## src/rtl/sym_align_decode.sv

```systemverilog
module sym_align_decode (
  input  logic        clk,
  input  logic        rst_n,
  input  logic        ser_bit,
  input  logic        bit_vld,
  input  logic        los,
  output logic [15:0] word_data,
  output logic        ctl_lo,
  output logic        ctl_hi,
  output logic        word_valid
);

  localparam int SYM = 10;
  localparam int WRD = 2 * SYM;
  localparam int CW  = $clog2(WRD + 1);

  function automatic logic [5:0] t6(input logic [4:0] x);
    case (x)
      5'd0:  t6 = 6'b100111;  5'd1:  t6 = 6'b011101;
      5'd2:  t6 = 6'b101101;  5'd3:  t6 = 6'b110001;
      5'd4:  t6 = 6'b110101;  5'd5:  t6 = 6'b101001;
      5'd6:  t6 = 6'b011001;  5'd7:  t6 = 6'b111000;
      5'd8:  t6 = 6'b111001;  5'd9:  t6 = 6'b100101;
      5'd10: t6 = 6'b010101;  5'd11: t6 = 6'b110100;
      5'd12: t6 = 6'b001101;  5'd13: t6 = 6'b101100;
      5'd14: t6 = 6'b011100;  5'd15: t6 = 6'b010111;
      5'd16: t6 = 6'b011011;  5'd17: t6 = 6'b100011;
      5'd18: t6 = 6'b010011;  5'd19: t6 = 6'b110010;
      5'd20: t6 = 6'b001011;  5'd21: t6 = 6'b101010;
      5'd22: t6 = 6'b011010;  5'd23: t6 = 6'b111010;
      5'd24: t6 = 6'b110011;  5'd25: t6 = 6'b100110;
      5'd26: t6 = 6'b010110;  5'd27: t6 = 6'b110110;
      5'd28: t6 = 6'b001110;  5'd29: t6 = 6'b101110;
      5'd30: t6 = 6'b011110;  default: t6 = 6'b101011;
    endcase
  endfunction

  function automatic logic [3:0] t4(input logic [2:0] y);
    case (y)
      3'd0: t4 = 4'b1011;  3'd1: t4 = 4'b1001;
      3'd2: t4 = 4'b0101;  3'd3: t4 = 4'b1100;
      3'd4: t4 = 4'b1101;  3'd5: t4 = 4'b1010;
      3'd6: t4 = 4'b0110;  default: t4 = 4'b1110;
    endcase
  endfunction

  function automatic logic [3:0] k28t(input logic [2:0] y);
    case (y)
      3'd0: k28t = 4'b0100;  3'd1: k28t = 4'b1001;
      3'd2: k28t = 4'b0101;  3'd3: k28t = 4'b0011;
      3'd4: k28t = 4'b0010;  3'd5: k28t = 4'b1010;
      3'd6: k28t = 4'b0110;  default: k28t = 4'b1000;
    endcase
  endfunction

  function automatic logic [5:0] e6(input logic [4:0] x, input logic r);
    logic [5:0] t;
    t = t6(x);
    if (x == 5'd7 || $countones(t) != 3) e6 = r ? ~t : t;
    else e6 = t;
  endfunction

  function automatic logic [3:0] e4(input logic [2:0] y, input logic r);
    logic [3:0] t;
    t = t4(y);
    if (y == 3'd1 || y == 3'd2 || y == 3'd5 || y == 3'd6) e4 = t;
    else e4 = r ? ~t : t;
  endfunction

  // result: {err, k, byte}
  function automatic logic [9:0] dec(input logic [SYM-1:0] s, input logic r);
    logic [5:0] c6;
    logic [3:0] c4;
    logic       f6, f4, r6, a7ok;
    logic [4:0] x;
    logic [2:0] y;
    c6 = {s[0], s[1], s[2], s[3], s[4], s[5]};
    c4 = {s[6], s[7], s[8], s[9]};
    f6 = 1'b0; f4 = 1'b0; x = 5'd0; y = 3'd0;
    for (int i = 0; i < 32; i++)
      if (e6(5'(i), r) == c6) begin f6 = 1'b1; x = 5'(i); end
    r6   = r ^ ($countones(c6) != 3);
    a7ok = f6 && (r6 ? (x == 5'd11 || x == 5'd13 || x == 5'd14)
                     : (x == 5'd17 || x == 5'd18 || x == 5'd20));
    for (int j = 0; j < 8; j++)
      if (!(j == 7 && a7ok) && e4(3'(j), r6) == c4) begin f4 = 1'b1; y = 3'(j); end
    if (a7ok && c4 == (r6 ? 4'b1000 : 4'b0111)) begin f4 = 1'b1; y = 3'd7; end
    dec = {2'b10, 8'h00};
    if (c6 == (r ? 6'b110000 : 6'b001111)) begin
      for (int j = 0; j < 8; j++)
        if (c4 == (r ? ~k28t(3'(j)) : k28t(3'(j)))) dec = {2'b01, 3'(j), 5'd28};
    end else if (f6 && (x == 5'd23 || x == 5'd27 || x == 5'd29 || x == 5'd30) &&
                 c4 == (r6 ? 4'b1000 : 4'b0111)) begin
      dec = {2'b01, 3'd7, x};
    end else if (f6 && f4) begin
      dec = {2'b00, y, x};
    end
  endfunction

  function automatic logic rd_after(input logic [SYM-1:0] s, input logic r);
    if ($countones(s) > 5) rd_after = 1'b1;
    else if ($countones(s) < 5) rd_after = 1'b0;
    else rd_after = r;
  endfunction

  logic [WRD-1:0] shreg;
  logic [CW-1:0]  cnt;
  logic           aligned, rd;

  logic [WRD-1:0] sh_nx;
  logic [CW-1:0]  nb;
  logic           comma, at_bound, realign, emit, rd_mid, rd_end;
  logic [9:0]     res_lo, res_hi;

  assign sh_nx    = {ser_bit, shreg[WRD-1:1]};
  assign nb       = cnt + CW'(1);
  assign comma    = (sh_nx[SYM+6:SYM] == 7'b1111100);
  assign at_bound = aligned && (nb == CW'(SYM) || nb == CW'(WRD));
  assign realign  = comma && !at_bound;
  assign emit     = aligned && !realign && (nb == CW'(WRD));

  assign res_lo = dec(sh_nx[SYM-1:0], rd);
  assign rd_mid = rd_after(sh_nx[SYM-1:0], rd);
  assign res_hi = dec(sh_nx[WRD-1:SYM], rd_mid);
  assign rd_end = rd_after(sh_nx[WRD-1:SYM], rd_mid);

  always_ff @(posedge clk or negedge rst_n) begin
    if (!rst_n) begin
      shreg      <= '0;
      cnt        <= '0;
      aligned    <= 1'b0;
      rd         <= 1'b0;
      word_data  <= '0;
      ctl_lo     <= 1'b0;
      ctl_hi     <= 1'b0;
      word_valid <= 1'b0;
    end else begin
      word_valid <= 1'b0;
      if (bit_vld) begin
        shreg <= sh_nx;
        if (realign) begin
          aligned <= 1'b1;
          cnt     <= CW'(SYM);
          rd      <= 1'b0;
        end else if (emit) begin
          cnt        <= '0;
          rd         <= rd_end;
          word_valid <= 1'b1;
          word_data  <= {res_hi[7:0], res_lo[7:0]};
          ctl_lo     <= res_lo[9] | res_lo[8];
          ctl_hi     <= res_hi[9] | res_hi[8];
        end else begin
          cnt <= (nb == CW'(WRD)) ? '0 : nb;
        end
      end
      if (los) begin
        word_data <= 16'hFFFF;
        ctl_lo    <= 1'b1;
        ctl_hi    <= 1'b1;
      end
    end
  end

  function automatic logic k_ok(input logic [7:0] b);
    k_ok = (b[4:0] == 5'd28) || b == 8'hF7 || b == 8'hFB || b == 8'hFD ||
           b == 8'hFE || b == 8'h00;
  endfunction

  a_r6_los_forces_ones: assert property (@(posedge clk) disable iff (!rst_n)
    los |=> (word_data == 16'hFFFF && ctl_lo && ctl_hi));
  a_r7_single_pulse: assert property (@(posedge clk) disable iff (!rst_n)
    word_valid |=> !word_valid);
  a_r8_no_bit_no_word: assert property (@(posedge clk) disable iff (!rst_n)
    !bit_vld |=> !word_valid);
  a_r3_lo_in_set: assert property (@(posedge clk) disable iff (!rst_n)
    (word_valid && !$past(los) && ctl_lo) |-> k_ok(word_data[7:0]));
  a_r3_hi_in_set: assert property (@(posedge clk) disable iff (!rst_n)
    (word_valid && !$past(los) && ctl_hi) |-> k_ok(word_data[15:8]));
  a_r7_hold: assert property (@(posedge clk) disable iff (!rst_n)
    (!word_valid && !$past(los)) |-> $stable(word_data));

endmodule

```

## config.mk

```make
export PLATFORM = sky130hd
export DESIGN_NAME = sym_align_decode
export DESIGN_NICKNAME = d
export VERILOG_FILES = /design/src/rtl/sym_align_decode.sv
export SDC_FILE = /design/constraint.sdc
export NUM_CORES = 1
export LEC_CHECK = 0
export CELL_PAD_IN_SITES_DETAIL_PLACEMENT = 1
export CELL_PAD_IN_SITES_GLOBAL_PLACEMENT = 2
export CORE_UTILIZATION = 30
export CTS_CLUSTER_DIAMETER = 200
export DETAILED_ROUTE_END_ITERATION = 6
export GPL_ROUTABILITY_DRIVEN = 1
export PLACE_DENSITY_LB_ADDON = 0.2
export SLEW_MARGIN = 20
export SYNTH_ARGS = -nofsm -noshare
export SYNTH_HDL_FRONTEND = slang
export SYNTH_SLANG_ARGS = --single-unit
export TNS_END_PERCENT = 5
```

## constraint.sdc

```tcl
create_clock -name clk -period 8.5 [get_ports clk]
set_input_delay 2.125 -clock clk [delete_from_list [all_inputs] [get_ports clk]]
set_output_delay 2.125 -clock clk [all_outputs]
set_load 0.05 [all_outputs]
```

# Yosys cells after proc, flatten, opt, wreduce, memory -nomap -nowiden
# Cells that the tools add are included.
[totals] wordCells=502 register_bits=46 in_bits=5
[op_classes] magnitude_cmp=4 addsub=23 eq_ne=126 bitwise=20 n_reduce_logical=41 mux=280
[op_table] cell="two-way mux 5 bit" n=49
[op_table] cell="adder 32 bit" n=7
[op_table] cell="two-way mux 10 bit" n=22
[op_table] cell="two-way mux 4 bit" n=50
[op_table] cell="equality test 6 bit" n=30
[op_table] cell="two-way mux 6 bit" n=30
[op_table] cell="equality test 6 bit (first input constant)" n=18
[op_table] cell="two-way mux 1 bit" n=105
[op_table] cell="equality test 4 bit" n=26
[op_table] cell="equality test 5 bit (second input constant)" n=15
[op_table] cell="equality test 5 x 6 -> 1 bit (first input constant)" n=12
[op_table] cell="> comparator 32 x 4 -> 1 bit (second input constant)" n=2
[op_table] cell="two-way mux 16 bit" n=4
[op_table] cell="!= test 32 x 3 -> 1 bit (second input constant)" n=2
[op_table] cell="inverter 4 bit" n=16
[op_table] cell="two-way mux 3 bit" n=14
[op_table] cell="equality test 4 x 6 -> 1 bit (first input constant)" n=6
[op_table] cell="equality test 5 x 4 -> 1 bit (second input constant)" n=7
[op_table] cell="adder 2 x 32 -> 32 bit" n=1
[op_table] cell="less-than comparator 32 x 4 -> 1 bit (second input constant)" n=1
[op_table] cell="adder 1 x 1 -> 2 bit" n=10
[op_table] cell="equality test 3 x 4 -> 1 bit (first input constant)" n=4
[op_table] cell="equality test 4 bit (first input constant)" n=4
[op_table] cell="logical AND 1 bit" n=16
[op_table] cell="other kinds (15)" n=43

# Longest topological paths before layout
# Gate-level depths: netlist (run 1).
[logic_depth] ltp_word=58 mapped_depth=23 depth_no_buf=19

# Worst setup path after synthesis (run 1)
# OpenSTA, ideal clock, no wires.
[synth_path] path_type="register -> register" from="register shreg[7]" to="register word_data[9]" setup_ns=0.126 n_path_buf=3 t_arrival_ns=5.593 stages_incl_launch_ff=22 period_less_slack_ns=5.719 path_slack_ns=2.781 cell_sequence="dfrtp_1 -> clkbuf_1 -> inv_1 -> clkbuf_1 -> fa_1 -> fa_1 -> fa_1 -> fa_1 -> inv_1 -> o21ai_2 -> nand2_4 -> buf_6 -> nor4_2 -> a311oi_1 -> nor3b_2 -> a221oi_4 -> and3b_1 -> o31a_1 -> o2bb2ai_2 -> mux2i_2 -> a21oi_2 -> a221o_1"
[synth_via] elab_chain_len=57
[synth_lines] element="from (decl)" line="106" source="logic [WRD-1:0] shreg;"
[synth_lines] element="from (signal assigned)" line="140" source="shreg <= sh_nx;"
[synth_lines] element="adder 1 x 1 -> 2 bit (not written as such) (*)" line="101, 102"
[synth_lines] element="adder 2 x 2 -> 3 bit (not written as such) (*)" line="101, 102"
[synth_lines] element="adder 3 x 3 -> 4 bit (not written as such) (*)" line="101, 102"
[synth_lines] element="adder 4 x 2 -> 5 bit (not written as such) (*)" line="101, 102"
[synth_lines] element="parallel branches: the longest is 2 deep, another holds > comparator 32 x 4 -> 1 bit"
[synth_lines] element="two-way mux 1 bit (*)" line="101" source="if ($countones(s) > 5) rd_after = 1'b1;"
[synth_lines] element="two-way mux 6 bit" line="59" source="if (x == 5'd7 || $countones(t) != 3) e6 = r ? ~t : t;"
[synth_lines] element="equality test 6 bit" line="81" source="if (e6(5'(i), r) == c6) begin f6 = 1'b1; x = 5'(i); end"
[synth_lines] element="(+40 left out)"
[synth_lines] element="logical AND 1 bit" line="95" source="end else if (f6 && f4) begin"
[synth_lines] element="two-way mux 10 bit" line="95"
[synth_lines] element="two-way mux 10 bit" line="92" source="end else if (f6 && (x == 5'd23 || x == 5'd27 || x == 5'd29 || x == 5'd30) &&"
[synth_lines] element="two-way mux 10 bit (*)" line="89" source="if (c6 == (r ? 6'b110000 : 6'b001111)) begin"
[synth_lines] element="two-way mux 16 bit (*)" line="145" source="end else if (emit) begin"
[synth_lines] element="two-way mux 16 bit (*)" line="141" source="if (realign) begin"
[synth_lines] element="two-way mux 16 bit (*)" line="139" source="if (bit_vld) begin"
[synth_lines] element="two-way mux 16 bit (*)" line="156" source="if (los) begin"
[synth_lines] element="to (signal assigned)" line="149" source="word_data <= {res_hi[7:0], res_lo[7:0]};"
[synth_lines] element="to (decl)" line="7" source="output logic [15:0] word_data,"
# Every way passes the cells marked *. The select of a mux whose other input is x is not followed.
# A chain may end at the register's enable or synchronous reset.

# Worst setup path in the final report (run 1)
[layout_path] from="register shreg[8]" to="register word_data[9]"
# The elaborated chain is that of the path after synthesis.

==> flow_metrics.py, run 1 <==
metrics = {
    "run_status": {
        "status": "complete, no violations",
    },
    "cts": {
        "cts.sinks": 45,
        "insertion_delay_ns": 0.31,
        "cts_tree": "yes",
        "cts_max_level": 2,
        "cts_buffers": 5,
        "clkTransAtPathRegs_ns": 0.08,
        "hold_buffers": 0,
        "cts_resized": 0,
        "cts_setup_buffers": 0,
        "ctsRootBufferMaster": "clkbuf_16",
        "clock_path_buffers": 2,
    },
    "run": {
        "max_cap_viol_count": 0,
    },
    "floorplan": {
        "die_area_um2": 21000,
        "die_w_um": 145,
        "ios": 24,
        "die_y_um": 145,
        "start_util_pct": 31.1,
        "num_rows": 51,
        "core_region_area_um2": 19700,
    },
    "layout": {
        "n_fill_cell": 2388,
        "drive_above_1_share_pct": 5.78,
        "layout-area-overhead-vs-synth_pct": 8.90,
        "regArea_um2": 1130,
        "multi_input_area_um2": 4620,
        "antenna_cells": 0,
        "nNetsFinal": 870,
        "layout.cells.non_filler": 1078,
    },
    "timing": {
        "max_freq_mhz": 154,
        "max_slew_margin_pct": 27.1,
        "slew_viol_final": 0,
        "finalSetupViolCount": 0,
        "hold_violations": 0,
        "setup-tns-final_ns": 0,
        "rsz0062_at_grt": "no",
        "min_period_ns": 6.49,
        "worst_slew_pin_slew_ns": 1.09,
        "period_share_pct": 76.3,
        "worst_clock_skew_ns": 0.0102,
    },
    "power": {
        "cell_internal_pwr_mw": 0.622,
        "switchingPower_mw": 0.663,
        "p_leak_nw": 2.60,
        "combPwrFrac_pct": 59.1,
        "p_per_area_nw_per_um2": 193,
        "p_clk_share_pct": 16.6,
        "swShare_pct": 51.6,
        "pwr-share-seq_pct": 24.3,
        "ir_worst_vdd_uv": 141,
    },
    "global_route": {
        "first_global_vias": 6484,
        "grtUsageTotal_pct": 20.4,
        "grt_max_degree": 49,
        "grt_pass1_wl_um": 34800,
        "grt_antenna_before_repair": 0,
        "grt.overflow.total": 0,
    },
    "setup_path": {
        "critical-path-max-stage-delay_ns": 0.58,
        "end_kind": "register",
        "crit_slowest_cell": "dfrtp_1",
        "crit_family": "compound AO/OA/AOI/OAI gates",
        "r2r_slack_ns": 2.01,
        "worstPathCellList": "clkinv_1, fa_1, fa_1, fa_1, fa_1, inv_1, o21ai_2, nand2_4, mux2i_1, a311oi_1, o211ai_1, a221oi_4, and3b_1, o31a_1, o2bb2ai_2, mux2i_2, a21oi_2, a221o_1",
        "path_class": "register to register",
        "start_kind": "register",
        "crit_required_ns": 8.69,
        "crit_top_cell": "fa_1",
        "crit_buf_inv": 2,
        "worstPathMaxFanout": 30,
        "worstPathArrival_ns": 6.68,
    },
    "synth": {
        "synth_area_leaders": "dfrtp_1, ha_1, nand2_1",
        "yosys_warnings": 0,
        "async_reset_ff_share_pct": 100,
        "synth_edf_count": 0,
        "ys.flop_type": "dfrtp_1",
        "avgSynthCellArea_um2": 7.45,
        "ys_ff_latch": 45,
        "synth_seq_area_share_pct": 18.4,
        "yosys.area.top_type": "dfrtp_1",
        "synth_top_area_share_pct": 18.4,
        "syn_area_um2": 6130,
        "synth_cell_type_count": 97,
        "netlist_instances": 823,
        "syn_nets": 881,
    },
    "routing": {
        "top_layer_used": "met4",
        "detail_route.iter0.violations": 249,
        "drc": 0,
        "drt_wl_total_um": 20900,
        "ant_nets": 0,
        "wl_met3_um": 435,
        "via_per_inst": 5.73,
        "routed-wl-met2_um": 10400,
        "detail_route.first_pass.iterations": 4,
        "wire_per_inst_um": 19.4,
        "via_count": 6182,
        "wl_met1_um": 9600,
    },
    "place": {
        "place_inst": 1070,
        "hpwl_um": 16200,
        "io_buffers": 23,
        "place.gp.congestion": 0.880,
    },
    "hold_path": {
        "min_path_type": "register to register",
    },
}
-- synth_stat cells (5+ instances only) --
library cell,instances
nand2_1,100
nor2_1,60
o21ai_0,53
inv_1,51
a21oi_1,46
dfrtp_1,45
ha_1,41
nor3_1,33
clkbuf_1,32
nand3_1,24
nand2b_1,23
and3_1,17
a22oi_1,15
nor2b_1,14
a31oi_1,12
fa_1,12
o211ai_1,12
nor4_1,10
o22a_1,10
o22ai_1,10
a211oi_1,9
buf_2,9
mux2i_1,9
o31ai_1,9
xnor2_1,9
a22o_1,7
and2_1,7
a21o_1,6
o21a_1,6
o21ai_1,6
a31o_2,5
nand4_1,5
-- power by group through the flow --
stage	clock network [mW]	registers, mW	logic (mW)
global route	0.229	0.322	0.858
CTS	0.221	0.312	0.767
global placement	0	0.314	0.743
detailed placement	0	0.317	0.765
finish	0.213	0.313	0.759
floorplan	0	0.274	0.608
-- worst reg2reg max path, delay by kind of cell, from the launching register on --
family                   cells  cell delay [ns]
AO/OA/AOI/OAI                8             2.26
adder cells (fa/ha/maj)      4             2.03
buffers and inverters        2             0.41
flip-flops                   1             0.58
multiplexers                 2             0.54
AND/OR/NAND/NOR              2             0.54
-- through the flow --
stage	setup WS (ns)	utilization [%]	hold slack [ns]	instance area, µm²	power [mW]
floorplan	2.78	-	0.458	6130	0.881
global placement	2.22	33.1	0.480	6520	1.06
detailed placement	2.04	33.1	0.491	6520	1.08
CTS	2.00	33.8	0.507	6670	1.30
global route	1.56	33.8	0.521	6670	1.41
finish	2.01	33.8	0.499	6670	1.29
-- worst paths after layout --
kind                       startpoint             to  cells after the start
setup / recovery             shreg[8]   word_data[9]                     18
hold / removal                 ctl_hi         ctl_hi                      1
setup reg to reg             shreg[8]   word_data[9]                     18
hold reg to reg                ctl_hi         ctl_hi                      1
max in group asynchronous       rst_n  word_data[13]                      2
min in group asynchronous       rst_n      shreg[18]                      2
-- per-layer routing --
layer	GRT usage, %	vias to the layer above
met4	6.86	0
met1	25.5	3056
met5	0	-
met2	36.0	86
met3	2.14	32
li1	-	3008
-- final cells by class --
class	count	share of cell area, %
sequential	45	16.9
multi-input combinational	680	69.2
timing repair buffer	26	3.71
clock inverter	3	0.375
tap	265	4.97
inverter	54	3.04
clock buffer	5	1.87
-- placed cells by master, fill, tap and decap left out, types with 5 or more instances in the layout --
cell type          n
dfrtp_1           45
a21oi_1           46
nand4_1            5
nand2b_1          23
ha_1              41
a31o_2             5
o21a_1             6
a211oi_1           9
nand2_1          100
nor2_1            60
o31ai_1            9
a22oi_1           15
and2_1             7
a31oi_1           12
o22a_1            10
nand3_1           24
nor3_1            33
clkbuf_16          5
o22ai_1           10
o211ai_1          12
nor4_1            10
inv_1             51
xnor2_1            9
a21o_1             6
o21ai_1            6
o21ai_0           53
a22o_1             7
fa_1              12
clkdlybuf4s50_1   22
mux2i_1            9
and3_1            17
nor2b_1           14
-- registers in the layout, summed over array words and instances, names as in the netlist --
register / flops
aligned: 1
cnt: 5
ctl_hi: 1
ctl_lo: 1
rd: 1
shreg: 19
word_data: 16
word_valid: 1
-- logic make-up after synthesis --
| kind of cell | Yosys count | synth area share (%) |
|---|---|---|
| compound gates | 265 | 30.3 |
| xor+xnor | 12 | 1.72 |
| fa+ha+maj | 54 | 12.5 |
| buf+inv | 98 | 6.31 |
| flops | 45 | 18.4 |
| mux | 13 | 2.31 |
| simple gates | 336 | 28.5 |
Power figures use the tool's default switching activity.
==> run 2, diff against run 1 <==
==> constraint.sdc (replaced) <==
create_clock -name clk -period 6.3 [get_ports clk]
set_input_delay 1.575 -clock clk [delete_from_list [all_inputs] [get_ports clk]]
set_output_delay 1.575 -clock clk [all_outputs]
set_load 0.05 [all_outputs]
==> run 2 against run 1 <==
Register-to-register slack worse by 1.7 ns; die area unchanged; global-route usage up 0.49 points; clock skew about the same; worst setup slack worse by 1.7 ns; final cell count up 0.65%; hold slack better by 0.0092 ns.
==> flow_metrics.py, run 2 (same netlist as run 1, synthesis figures left out) <==
metrics = {
    "layout": {
        "final_common_cell": "nand2_1",
        "largestRegisters": "shreg: 19 flops, word_data: 16 flops, cnt: 5 flops",
        "largest_reg_flops": 19,
        "antenna_cells": 0,
        "n_fill_cell": 2416,
        "nNetsFinal": 877,
        "multi_input_area_um2": 4630,
        "drive_above_1_share_pct": 6.95,
        "largest-register": "shreg",
        "regArea_um2": 1130,
        "layout_common_cells": "nand2_1, nor2_1, o21ai_0",
        "layout-area-overhead-vs-synth_pct": 9.98,
    },
    "place": {
        "hpwl_um": 16600,
        "io_buffers": 23,
        "preCtsSetupSlack_ns": 0.203,
        "place.gp.congestion": 0.957,
    },
    "power": {
        "ir_worst_vdd_uv": 136,
        "swShare_pct": 51.6,
        "p_per_area_nw_per_um2": 262,
        "p_clk_share_pct": 16.5,
        "combPwrFrac_pct": 60.1,
        "p_leak_nw": 2.64,
        "switchingPower_mw": 0.911,
        "cell_internal_pwr_mw": 0.853,
        "pwr-share-seq_pct": 23.4,
    },
    "floorplan": {
        "ios": 24,
        "die_y_um": 145,
        "start_util_pct": 31.1,
        "num_rows": 51,
        "die_area_um2": 21000,
        "die_w_um": 145,
        "core_region_area_um2": 19700,
    },
    "run_status": {
        "status": "complete, no violations",
    },
    "setup_path": {
        "worstPathCellList": "inv_1, fa_1, fa_1, fa_1, fa_1, inv_1, o21ai_2, nand2_4, mux2i_1, a311oi_1, o211ai_1, a221oi_4, and3b_1, nor4_1, o21ai_1, mux2i_2, a21oi_2, a221o_1",
        "crit_top_cell": "fa_1",
        "worstPathMaxFanout": 21,
        "r2r_cells": 18,
        "path_class": "register to register",
        "crit_slowest_cell": "fa_1",
        "r2r-start": "shreg[7]",
        "worstPathArrival_ns": 6.16,
        "end_kind": "register",
        "critical-path-max-stage-delay_ns": 0.52,
        "crit_required_ns": 6.50,
        "r2r_slack_ns": 0.34,
        "r2r-end": "word_data[8]",
        "start_kind": "register",
    },
    "global_route": {
        "grt_antenna_before_repair": 0,
        "grt.overflow.total": 0,
        "grt_pass1_wl_um": 35400,
        "grt_max_degree": 49,
        "first_global_vias": 6576,
        "grtUsageTotal_pct": 20.8,
    },
    "cts": {
        "cts_tree": "yes",
        "cts_max_level": 2,
        "cts_buffers": 5,
        "clock_path_buffers": 2,
        "cts.sinks": 45,
        "insertion_delay_ns": 0.31,
        "ctsRootBufferMaster": "clkbuf_16",
        "clkTransAtPathRegs_ns": 0.08,
    },
    "hold_path": {
        "hold_depth": 1,
        "min_path_type": "register to register",
        "hold_path_end": "ctl_hi",
        "hp-start": "ctl_hi",
    },
    "timing": {
        "slew_viol_final": 0,
        "finalSetupViolCount": 0,
        "worst_clock_skew_ns": 0.0104,
        "worst_slew_pin_slew_ns": 1.02,
        "max_slew_margin_pct": 32.1,
        "hold_violations": 0,
        "min_period_ns": 5.96,
        "period_share_pct": 94.6,
        "worst_slack_ns": 0.342,
        "max_freq_mhz": 168,
        "whs_ns": 0.508,
        "rsz0062_at_grt": "yes",
    },
    "routing": {
        "drt_wl_total_um": 21600,
        "via_count": 6299,
        "via_per_inst": 5.81,
        "ant_nets": 0,
        "wire_per_inst_um": 19.9,
        "detail_route.iter0.violations": 324,
        "detail_route.first_pass.iterations": 4,
        "drc": 0,
    },
    "run": {
        "max_cap_viol_count": 0,
    },
}
## run 2: cell count changes in the layout (fill, tap and decap cells not counted)
cell | before | now
dfrtp_2 | 0 | 1
nor4_2 | 2 | 4
dfrtp_1 | 45 | 44
buf_4 | 3 | 10
nor4_1 | 10 | 8
## run 2: power by group through the flow
stage | Sequential [mW] | Combinational (mW) | Clock (mW)
3_3_place_gp | 0.414 | 1.02 | 0
5_1_grt | 0.426 | 1.19 | 0.306
6_report | 0.413 | 1.06 | 0.291
2_1_floorplan | 0.370 | 0.820 | 0
4_1_cts | 0.413 | 1.06 | 0.301
3_5_place_dp | 0.419 | 1.06 | 0
## run 2: worst max path at each step
stage,startpoint,endpoint,slack [ns],cells after the start
floorplan,shreg[7],word_data[9],0.58,21
global placement,shreg[7],word_data[14],0.34,18
global route,shreg[7],word_data[9],-0.004,18
finish,shreg[7],word_data[8],0.34,18
detailed placement,shreg[7],word_data[14],0.20,18
CTS,shreg[7],word_data[14],0.17,18
## run 2: per-layer routing
metal | share of wire, % | routed length [µm] | vias up | GRT usage, %
met1 | 45 | 9760 | 3142 | 25.7
li1 | - | - | 3026 | -
met3 | 2.0 | 435 | 38 | 2.26
met4 | 2.3 | 495 | 0 | 7.02
met5 | 0 | 0 | - | 0
met2 | 50 | 10900 | 93 | 37.4
## run 2: timing repair
action,CTS,global route
buffers inserted,0,0
setup endpoints to repair,0,7
hold buffers,0,0
resized for setup,0,3
## run 2: final cells by class
class                      count  share of cell area [%]
multi-input combinational    680                    68.7
sequential                    45                    16.7
tap                          265                    4.92
timing repair buffer          33                    4.46
inverter                      54                    3.01
clock buffer                   5                    1.86
clock inverter                 3                   0.371
## run 2: per-stage QoR
stage / instances / power [mW] / setup TNS, ns / area (µm²) / utilization [%]
floorplan: 823 / 1.19 / 0 / 6130 / -
global placement: 1077 / 1.44 / 0 / 6580 / 33.4
detailed placement: 1077 / 1.48 / 0 / 6580 / 33.4
CTS: 1085 / 1.78 / 0 / 6730 / 34.1
global route: 1085 / 1.92 / -0.00506 / 6740 / 34.2
finish: 1085 / 1.76 / 0 / 6740 / 34.2
## run 2: critical path, delay by kind of cell (launching register included)
kind	cells	cell delay, ns
DFF	1	0.48
muxes	2	0.50
buffers and inverters	2	0.17
adders and majority gates	4	1.96
and+or+nand+nor	3	0.91
AOI/OAI and AO/OA	7	1.82
==> run 3, diff against run 2 <==
--- a/config.mk
+++ b/config.mk
@@ -7,6 +7,7 @@
 export LEC_CHECK = 0
 export CELL_PAD_IN_SITES_DETAIL_PLACEMENT = 1
 export CELL_PAD_IN_SITES_GLOBAL_PLACEMENT = 2
+export CORE_MARGIN = 2
 export CORE_UTILIZATION = 30
 export CTS_CLUSTER_DIAMETER = 200
 export DETAILED_ROUTE_END_ITERATION = 6
==> run 3 against run 2 <==
Worst setup slack better by 0.030 ns; critical path depth stayed put; critical path type unchanged; global-route usage is 0.67 points lower; die area is 2.8% higher; core utilization is 0.45 points lower; fmax is 0.51% higher; total power is 2.4% higher; sequential cell count stayed put; sequential share of layout area is 0.18 points lower.
==> flow_metrics.py, run 3 (same netlist as run 1, synthesis figures left out) <==
metrics = {
    "timing": {
        "worst_slew_pin_slew_ns": 1.12,
        "rsz0062_at_grt": "no",
        "worst_clock_skew_ns": 0.0168,
        "period_share_pct": 94.1,
        "finalSetupViolCount": 0,
        "max_freq_mhz": 169,
        "slew_viol_final": 0,
        "whs_ns": 0.493,
        "hold_violations": 0,
        "min_period_ns": 5.93,
        "max_slew_margin_pct": 25.6,
        "setup-tns-final_ns": 0,
    },
    "routing": {
        "drt_wl_total_um": 21200,
        "via_per_inst": 5.67,
        "via_count": 6200,
        "detail_route.iter0.violations": 266,
        "wire_per_inst_um": 19.4,
        "drc": 0,
        "detail_route.first_pass.iterations": 5,
        "ant_nets": 0,
    },
    "cts": {
        "cts_tree": "yes",
        "hold_buffers": 0,
        "insertion_delay_ns": 0.31,
        "cts.sinks": 45,
        "ctsRootBufferMaster": "clkbuf_16",
        "clock_path_buffers": 2,
        "cts_max_level": 2,
        "clkTransAtPathRegs_ns": 0.07,
        "cts_buffers": 5,
    },
    "power": {
        "p_total_mw": 1.81,
        "p_leak_nw": 2.67,
        "ir_worst_vdd_uv": 181,
        "p_per_area_nw_per_um2": 266,
    },
    "place": {
        "hpwl_um": 16400,
        "io_buffers": 23,
        "place.gp.congestion": 0.845,
    },
    "floorplan": {
        "start_util_pct": 30.4,
        "core_region_area_um2": 20200,
        "die_w_um": 147,
        "num_rows": 52,
        "die_area_um2": 21600,
        "ios": 24,
        "die_y_um": 147,
    },
    "setup_path": {
        "crit_start": "shreg[10]",
        "path_class": "register to register",
        "crit_required_ns": 6.48,
        "end_kind": "register",
        "r2r-start": "shreg[10]",
        "r2r_cells": 18,
        "worstPathArrival_ns": 6.11,
        "r2r-end": "word_data[8]",
        "worstPathMaxFanout": 30,
        "start_kind": "register",
        "r2r_slack_ns": 0.37,
    },
    "hold_path": {
        "hold_path_end": "ctl_hi",
        "hp-start": "ctl_hi",
        "min_path_type": "register to register",
        "hold_depth": 1,
    },
    "layout": {
        "largest_reg_flops": 19,
        "drive_above_1_share_pct": 6.93,
        "nNetsFinal": 880,
        "layout-area-overhead-vs-synth_pct": 11.0,
        "largestRegisters": "shreg: 19 flops, word_data: 16 flops, cnt: 5 flops",
        "final_common_cell": "nand2_1",
        "layout_common_cells": "nand2_1, nor2_1, o21ai_0",
        "antenna_cells": 0,
        "largest-register": "shreg",
    },
    "run": {
        "max_cap_viol_count": 0,
    },
    "global_route": {
        "first_global_vias": 6429,
        "grt_antenna_before_repair": 0,
        "grt_max_degree": 49,
        "grt_pass1_wl_um": 35200,
        "grtUsageTotal_pct": 20.2,
        "grt.overflow.total": 0,
    },
    "run_status": {
        "status": "complete, no violations",
    },
}
run 3: worst max-delay path, stage by stage (launching register included):
cell and delay, ns:
dfrtp_1 0.37, inv_1 0.18, fa_1 0.48, fa_1 0.52, fa_1 0.45, fa_1 0.39, xnor2_1 0.34, o21ai_4 0.18
nand2_8 0.25, mux2i_1 0.15, a311oi_1 0.38, o211ai_1 0.20, a221oi_4 0.41, and3b_1 0.24, nor4_1 0.40, o21ai_1 0.14
mux2i_2 0.27, a21oi_2 0.15, a221o_1 0.31
run 3: area by class of cell:
class                   count  area, µm²
fillers                  2493      13400
multi-input cells         680       4650
flip-flops and latches     45       1130
well taps                 270        338
repair buffers             36        323
inverters                  54        203
clock buffers               6        129
clock inverters             2       38.8
run 3: worst max-delay path by stage:
stage | end | slack (ns) | depth (start not counted)
after global placement | word_data[8] | 0.48 | 18
final | word_data[8] | 0.37 | 18
after detailed placement | word_data[8] | 0.28 | 19
after global routing | word_data[9] | 0.01 | 19
after floorplan | word_data[9] | 0.58 | 21
after CTS | word_data[8] | 0.26 | 19
run 3: power by group:
group          switching [mW]  total, mW  internal [mW]
logic                   0.688       1.08          0.393
clock network           0.126      0.315          0.189
registers              0.0877      0.411          0.324
run 3: metrics by stage:
step	setup WS, ns	cells	cell area [µm²]	util [%]
finish	0.372	1093	6800	33.7
global placement	0.483	1085	6610	32.7
CTS	0.260	1093	6770	33.6
floorplan	0.581	823	6130	-
global route	0.0115	1093	6800	33.7
detailed placement	0.281	1085	6610	32.7
run 3: routing by layer:
metal | global-route usage, % | wire [µm] | up-vias
met3 | 1.89 | 392 | 33
met2 | 35.0 | 10400 | 76
met5 | 0 | 0 | -
met1 | 26.4 | 9830 | 3062
li1 | - | - | 3029
met4 | 6.63 | 575 | 0
run 3: timing repair:
action                                  4_1_cts  5_1_grt
buffers inserted                              0        0
endpoints found under the setup margin        0        5
gates resized for setup                       0        6
